**config.mk**
```make
export PLATFORM = sky130hd
export DESIGN_NAME = sgram_bank_cmd
export DESIGN_NICKNAME = d
export VERILOG_FILES = /design/src/rtl/sgram_bank_pkg.sv /design/src/rtl/sgram_cmd_decode.sv /design/src/rtl/sgram_bank_timers.sv /design/src/rtl/sgram_bank_ctrl.sv /design/src/rtl/sgram_bank_cmd.sv
export SDC_FILE = /design/constraint.sdc
export NUM_CORES = 1
export LEC_CHECK = 0
export ABC_AREA = 1
export BUFFER_PORTS_ARGS = -buffer_cell sky130_fd_sc_hd__buf_2
export CAP_MARGIN = 20
export CORE_MARGIN = 5
export CORE_UTILIZATION = 53
export CTS_CLUSTER_DIAMETER = 60
export CTS_CLUSTER_SIZE = 30
export DETAILED_ROUTE_END_ITERATION = 6
export PLACE_DENSITY = 0.89
export SLEW_MARGIN = 25
export SYNTH_ARGS = -nofsm -noshare
export SYNTH_HDL_FRONTEND = slang
export SYNTH_SLANG_ARGS = --single-unit
```
**constraint.sdc**
```tcl
create_clock -name clk -period 2.23 [get_ports clk]
set_clock_uncertainty 0.05 [all_clocks]
set_input_delay 0.223 -clock clk [delete_from_list [all_inputs] [get_ports clk]]
set_output_delay 0.223 -clock clk [all_outputs]
set_load 0.01 [all_outputs]
```
**src/rtl/sgram_bank_pkg.sv**
```systemverilog
package sgram_bank_pkg;

  typedef enum logic [2:0] {
    KIND_NOP = 3'd0,
    KIND_ACT = 3'd1,
    KIND_PRE = 3'd2,
    KIND_RD  = 3'd3,
    KIND_RDA = 3'd4,
    KIND_WR  = 3'd5
  } cmdKind_e;

  typedef enum logic [1:0] {
    BANK_IDLE = 2'd0,
    BANK_OPEN = 2'd1,
    BANK_LOCK = 2'd2
  } bankState_e;

  // strobes from the control FSM to the timing datapath
  typedef struct packed {
    logic loadRcd;   // row opened: restart activate-to-column delay
    logic loadLock;  // auto-precharge read accepted: start lockout
    logic latchCol;  // column command accepted: capture address
  } ctrlStrobe_t;

endpackage

```
**src/rtl/sgram_cmd_decode.sv**
```systemverilog
module sgram_cmd_decode
  import sgram_bank_pkg::*;
#(
  parameter int BANK_ID = 0
) (
  input  logic     rasN,
  input  logic     casN,
  input  logic     weN,
  input  logic     dsf,
  input  logic     bankSel,
  input  logic     a9,
  output cmdKind_e kind
);

  localparam logic BANK_BIT = 1'(BANK_ID);

  logic hit;
  assign hit = (bankSel == BANK_BIT);

  always_comb begin
    kind = KIND_NOP;
    unique case ({rasN, casN, weN})
      3'b011: if (hit) kind = KIND_ACT;
      3'b010: if (hit || a9) kind = KIND_PRE;
      3'b101: if (hit && !dsf) kind = a9 ? KIND_RDA : KIND_RD;
      3'b100: if (hit && !dsf) kind = KIND_WR;
      default: kind = KIND_NOP;
    endcase
  end

endmodule

```
**src/rtl/sgram_bank_timers.sv**
```systemverilog
module sgram_bank_timers
  import sgram_bank_pkg::*;
#(
  parameter int TRCD  = 3,
  parameter int TRP   = 2,
  parameter int COL_W = 8
) (
  input  logic              clk,
  input  logic              rstN,
  input  ctrlStrobe_t       strobe,
  input  logic [2:0]        burstSel,
  input  logic [COL_W-1:0]  colAddr,
  output logic              rcdDone,
  output logic              lockLast,
  output logic              fullPage,
  output logic [COL_W-1:0]  colAddrQ
);

  localparam int MAX_BL = 8;
  localparam int RCD_W  = $clog2(TRCD + 1);
  localparam int LOCK_W = $clog2(TRP + MAX_BL + 1);

  logic [RCD_W-1:0]  rcdCnt;
  logic [LOCK_W-1:0] lockCnt;
  logic [LOCK_W-1:0] burstLen;

  always_comb begin
    unique case (burstSel)
      3'd0:    burstLen = LOCK_W'(1);
      3'd1:    burstLen = LOCK_W'(2);
      3'd2:    burstLen = LOCK_W'(4);
      3'd3:    burstLen = LOCK_W'(MAX_BL);
      default: burstLen = '0;
    endcase
  end

  assign fullPage = burstSel[2];

  // counts down to zero; a column command is allowed once it is zero
  always_ff @(posedge clk) begin
    if (!rstN) begin
      rcdCnt <= '0;
    end else if (strobe.loadRcd) begin
      rcdCnt <= RCD_W'(TRCD - 1);
    end else if (rcdCnt != '0) begin
      rcdCnt <= rcdCnt - 1'b1;
    end
  end

  assign rcdDone = (rcdCnt == '0);

  // lockout length TRP + BL; the FSM leaves lockout when the count is 1
  always_ff @(posedge clk) begin
    if (!rstN) begin
      lockCnt <= '0;
    end else if (strobe.loadLock) begin
      lockCnt <= LOCK_W'(TRP) + burstLen - 1'b1;
    end else if (lockCnt != '0) begin
      lockCnt <= lockCnt - 1'b1;
    end
  end

  assign lockLast = (lockCnt == LOCK_W'(1));

  always_ff @(posedge clk) begin
    if (!rstN) begin
      colAddrQ <= '0;
    end else if (strobe.latchCol) begin
      colAddrQ <= colAddr;
    end
  end

endmodule

```
**src/rtl/sgram_bank_ctrl.sv**
```systemverilog
module sgram_bank_ctrl
  import sgram_bank_pkg::*;
(
  input  logic        clk,
  input  logic        rstN,
  input  cmdKind_e    kind,
  input  logic        rcdDone,
  input  logic        lockLast,
  input  logic        fullPage,
  output ctrlStrobe_t strobe,
  output bankState_e  bankState,
  output cmdKind_e    kindQ,
  output logic        errQ,
  output logic        colStrobeQ,
  output logic        colWriteQ
);

  bankState_e nextState;
  logic       errNow;
  logic       colNow;

  always_comb begin
    strobe    = '0;
    errNow    = 1'b0;
    colNow    = 1'b0;
    // lockout expiry runs regardless of the command being judged
    nextState = (bankState == BANK_LOCK && lockLast) ? BANK_IDLE : bankState;
    unique case (kind)
      KIND_ACT: begin
        if (bankState == BANK_IDLE) begin
          nextState      = BANK_OPEN;
          strobe.loadRcd = 1'b1;
        end else begin
          errNow = 1'b1;
        end
      end
      KIND_PRE: begin
        if (bankState == BANK_LOCK) errNow = 1'b1;
        else nextState = BANK_IDLE;
      end
      KIND_RD, KIND_RDA, KIND_WR: begin
        if (bankState != BANK_OPEN || !rcdDone) begin
          errNow = 1'b1;
        end else begin
          colNow          = 1'b1;
          strobe.latchCol = 1'b1;
          if (kind == KIND_RDA && !fullPage) begin
            nextState       = BANK_LOCK;
            strobe.loadLock = 1'b1;
          end
        end
      end
      default: ;
    endcase
  end

  always_ff @(posedge clk) begin
    if (!rstN) begin
      bankState  <= BANK_IDLE;
      kindQ      <= KIND_NOP;
      errQ       <= 1'b0;
      colStrobeQ <= 1'b0;
      colWriteQ  <= 1'b0;
    end else begin
      bankState  <= nextState;
      kindQ      <= kind;
      errQ       <= errNow;
      colStrobeQ <= colNow;
      if (colNow) colWriteQ <= (kind == KIND_WR);
    end
  end

endmodule

```
**src/rtl/sgram_bank_cmd.sv**
```systemverilog
module sgram_bank_cmd
  import sgram_bank_pkg::*;
#(
  parameter int BANK_ID = 0,
  parameter int TRCD    = 3,
  parameter int TRP     = 2,
  parameter int COL_W   = 8
) (
  input  logic             clk,
  input  logic             rstN,
  input  logic             rasN,
  input  logic             casN,
  input  logic             weN,
  input  logic             dsf,
  input  logic             bankSel,
  input  logic             a9,
  input  logic [COL_W-1:0] colAddr,
  input  logic [2:0]       burstSel,
  output logic [2:0]       cmdKind,
  output logic             cmdErr,
  output logic             bankOpen,
  output logic             lockBusy,
  output logic             colStrobe,
  output logic             colIsWrite,
  output logic [COL_W-1:0] colAddrQ
);

  cmdKind_e    kind;
  cmdKind_e    kindQ;
  ctrlStrobe_t strobe;
  bankState_e  bankState;
  logic        rcdDone;
  logic        lockLast;
  logic        fullPage;

  sgram_cmd_decode #(.BANK_ID(BANK_ID)) i_decode (
    .rasN(rasN), .casN(casN), .weN(weN), .dsf(dsf),
    .bankSel(bankSel), .a9(a9), .kind(kind)
  );

  sgram_bank_ctrl i_ctrl (
    .clk(clk), .rstN(rstN), .kind(kind), .rcdDone(rcdDone),
    .lockLast(lockLast), .fullPage(fullPage), .strobe(strobe),
    .bankState(bankState), .kindQ(kindQ), .errQ(cmdErr),
    .colStrobeQ(colStrobe), .colWriteQ(colIsWrite)
  );

  sgram_bank_timers #(.TRCD(TRCD), .TRP(TRP), .COL_W(COL_W)) i_timers (
    .clk(clk), .rstN(rstN), .strobe(strobe), .burstSel(burstSel),
    .colAddr(colAddr), .rcdDone(rcdDone), .lockLast(lockLast),
    .fullPage(fullPage), .colAddrQ(colAddrQ)
  );

  assign cmdKind  = kindQ;
  assign bankOpen = (bankState == BANK_OPEN);
  assign lockBusy = (bankState == BANK_LOCK);

endmodule

```
==> impl_metrics.toml <==
[die]
io_pins = 35
core_um2 = 1980
dieWidth_um = 56.0
die-area_um2 = 3130
initial_utilization_pct = 56.6
die_h_um = 56.0
placementRows = 16

[synthesis]
yosysUniqueCellTypes = 27
ys_warn_count = 0
synthCells = 154
synth-compound-area-share_pct = 10.0
synth-xor-area-share_pct = 2.34
synth_simple_gate_area_share_pct = 36.5
synth_area_um2 = 1120
syn_avg_cell_area_um2 = 7.28
synth-adder-area-share_pct = 4.46
ys_ff_latch = 22
synth_top_family_by_area = "simple AND/OR/NAND/NOR gates"
synth_mux_area_share_pct = 0
synth.yosys.seq_area_share_pct = 39.3
syn_nets = 177

[drt]
routedWlPerCell_um = 11.7
firstDrtPassIters = 4
via_count = 1128
ant_nets = 0
totalWireLength_um = 2550
vias_per_cell = 5.17
drt-initial-drc-count = 33
drc_errors = 0

[sta]
setup_viol = 0
rsz0062_at_grt = "no"
fin_crit_ps = 1380
period_share_pct = 62.0
tns_ps = 0
holdWs_ps = 83.2
slew_viol_final = 0
worst_pin_slew_ps = 349
relSlewSlack_pct = 76.6
maxClockFrequency_mhz = 724
hold_viol_final = 0

[grt]
grt_pass1_vias = 1163
grt_usage_pct = 17.7
grt_max_degree = 17
antenna_found_initial = 0
grt_pass1_wl_um = 4690
gr-total-overflow = 0

[outcome]
outcome = "finished, final reports clean"

[clock_network]
postCtsSetupBuffers = 0
hold_buffers = 0
cts_tree = "done"
clk_pin_slew_worst_paths_ps = 130
cts.sinks = 22
cts_buffers = 3
clock_latency_ps = 310
cts_resized = 0
cts_max_level = 1
cts_max_path_buffers = 2
clockRootBuffer = "clkbuf_4"

[placement]
gp_congestion = 0.996
portBuffers = 34
hpwl_um = 2070

[critical_path]
arrival_ps = 1540
worstPathCellList = "inv_2, nor2_4, nand2_2, inv_2, nand3_2, nor3_2, nand2_1, nand2_1, nor2_1"
worstSetupPathType = "reg2reg"
worstPathRequired_ps = 2390
path_max_fanout = 4
crit_path_top_delay_cell = "dfxtp_1"
start_kind = "flip-flop"
crit_path_end_kind = "flip-flop"
crit_path_max_incr_delay_ps = 390

[pwr]
p_leak_uw = 0.000710
cellPowerDensity_nw_per_um2 = 775
ir_worst_vdd_uv = 781

[run]
maxCapViolCount = 0

[worst_hold_path]
holdCritPathClass = "in2reg"

[cells_and_area]
fin_util_pct = 69.3
area_growth_pct = 22.5
diodes = 0
drive_gt1_share_pct = 31.4
final_nets = 215
[synth_stat cells]
| library cell | n | area share (%) |
|---|---|---|
| a211oi_1 | 1 | 0.67 |
| a21oi_1 | 6 | 2.7 |
| a31oi_1 | 1 | 0.56 |
| buf_1 | 1 | 0.33 |
| dfxtp_1 | 22 | 39 |
| ha_1 | 4 | 4.5 |
| inv_1 | 14 | 4.7 |
| inv_2 | 7 | 2.3 |
| nand2_1 | 18 | 6.0 |
| nand2_2 | 4 | 2.2 |
| nand2_4 | 1 | 1.0 |
| nand3_1 | 12 | 5.4 |
| nand3_2 | 1 | 0.89 |
| nand4_1 | 1 | 0.56 |
| nand4_2 | 1 | 1.1 |
| nor2_1 | 31 | 10 |
| nor2_2 | 3 | 1.7 |
| nor2_4 | 4 | 4.0 |
| nor3_1 | 4 | 1.8 |
| nor3_2 | 1 | 0.89 |
| o21ai_0 | 5 | 2.2 |
| o21ai_1 | 6 | 2.7 |
| o22ai_1 | 1 | 0.56 |
| o31ai_1 | 1 | 0.67 |
| or2_0 | 1 | 0.56 |
| xnor2_1 | 1 | 0.78 |
| xor2_1 | 2 | 1.6 |
[critical path, delay by kind of cell, from the launching register on]
family / cells / cell delay, ps
buffers and inverters: 2 / 180
flip-flops: 1 / 390
AND/OR/NAND/NOR: 7 / 640
[flip-flops by register name, summed over array words and instances (netlist names)]
name / cells
i_timers.colAddrQ: 8
i_ctrl.kindQ: 3
i_ctrl.colStrobeQ: 1
i_timers.lockCnt: 4
i_timers.rcdCnt: 2
i_ctrl.bankState: 2
i_ctrl.colWriteQ: 1
i_ctrl.errQ: 1
[cells in the final DEF (no fill, tap or decap), types with 5 or more instances in the layout]
| cell | n |
|---|---|
| o21ai_1 | 6 |
| dfxtp_1 | 22 |
| buf_2 | 34 |
| a21oi_1 | 6 |
| inv_1 | 14 |
| o21ai_0 | 5 |
| nand2_1 | 18 |
| nand3_1 | 12 |
| nor2_1 | 31 |
| inv_2 | 7 |
[metrics by stage]
stage	area, µm²	power, µW	cells	setup slack [ps]
finish	1370	1060	218	848
global route	1370	1140	218	734
CTS	1370	1070	218	849
detailed placement	1320	770	214	776
global placement	1320	754	214	823
floorplan	1120	692	154	991
[worst paths after layout]
| check | startpoint | end | slack [ps] | cells past startpoint |
|---|---|---|---|---|
| worst max-delay path | i_ctrl.bankState[0]$_SDFF_PN0_ | i_timers.lockCnt[0]$_SDFFE_PN0P_ | 850 | 9 |
| worst min-delay path | colAddr[7] | i_timers.colAddrQ[7]$_SDFFE_PN0P_ | 80 | 3 |
| worst min register to register | i_timers.rcdCnt[1]$_SDFFE_PN0P_ | i_timers.rcdCnt[1]$_SDFFE_PN0P_ | 440 | 2 |
| worst max register to register | i_ctrl.bankState[0]$_SDFF_PN0_ | i_timers.lockCnt[0]$_SDFFE_PN0P_ | 850 | 9 |
[cell families after synthesis]
kind of cell | after synthesis
simple gates | 82
buf+inv | 22
flops | 22
compound gates | 21
fa+ha+maj | 4
xor+xnor | 3
[per-layer routing]
layer / GRT usage (%) / vias to the layer above / wire length (µm)
met5: 0 / - / 0
met4: 6.10 / 0 / 27
met3: 4.64 / 5 / 180
met2: 31.9 / 36 / 1230
met1: 20.0 / 518 / 1110
li1: - / 569 / -
[power breakdown]
| group | switching (µW) | internal (µW) |
|---|---|---|
| Clock | 122 | 182 |
| Combinational | 179 | 121 |
| Sequential | 30.0 | 431 |
[area by class of cell]
type	count	area, µm²
sequential	22	440
timing repair buffer	34	170
tap	27	33.8
multi-input combinational	110	598
clock inverter	1	30.0
clock buffer	3	22.5
fill	177	608
inverter	21	78.8
Power figures use the tool's default switching activity.
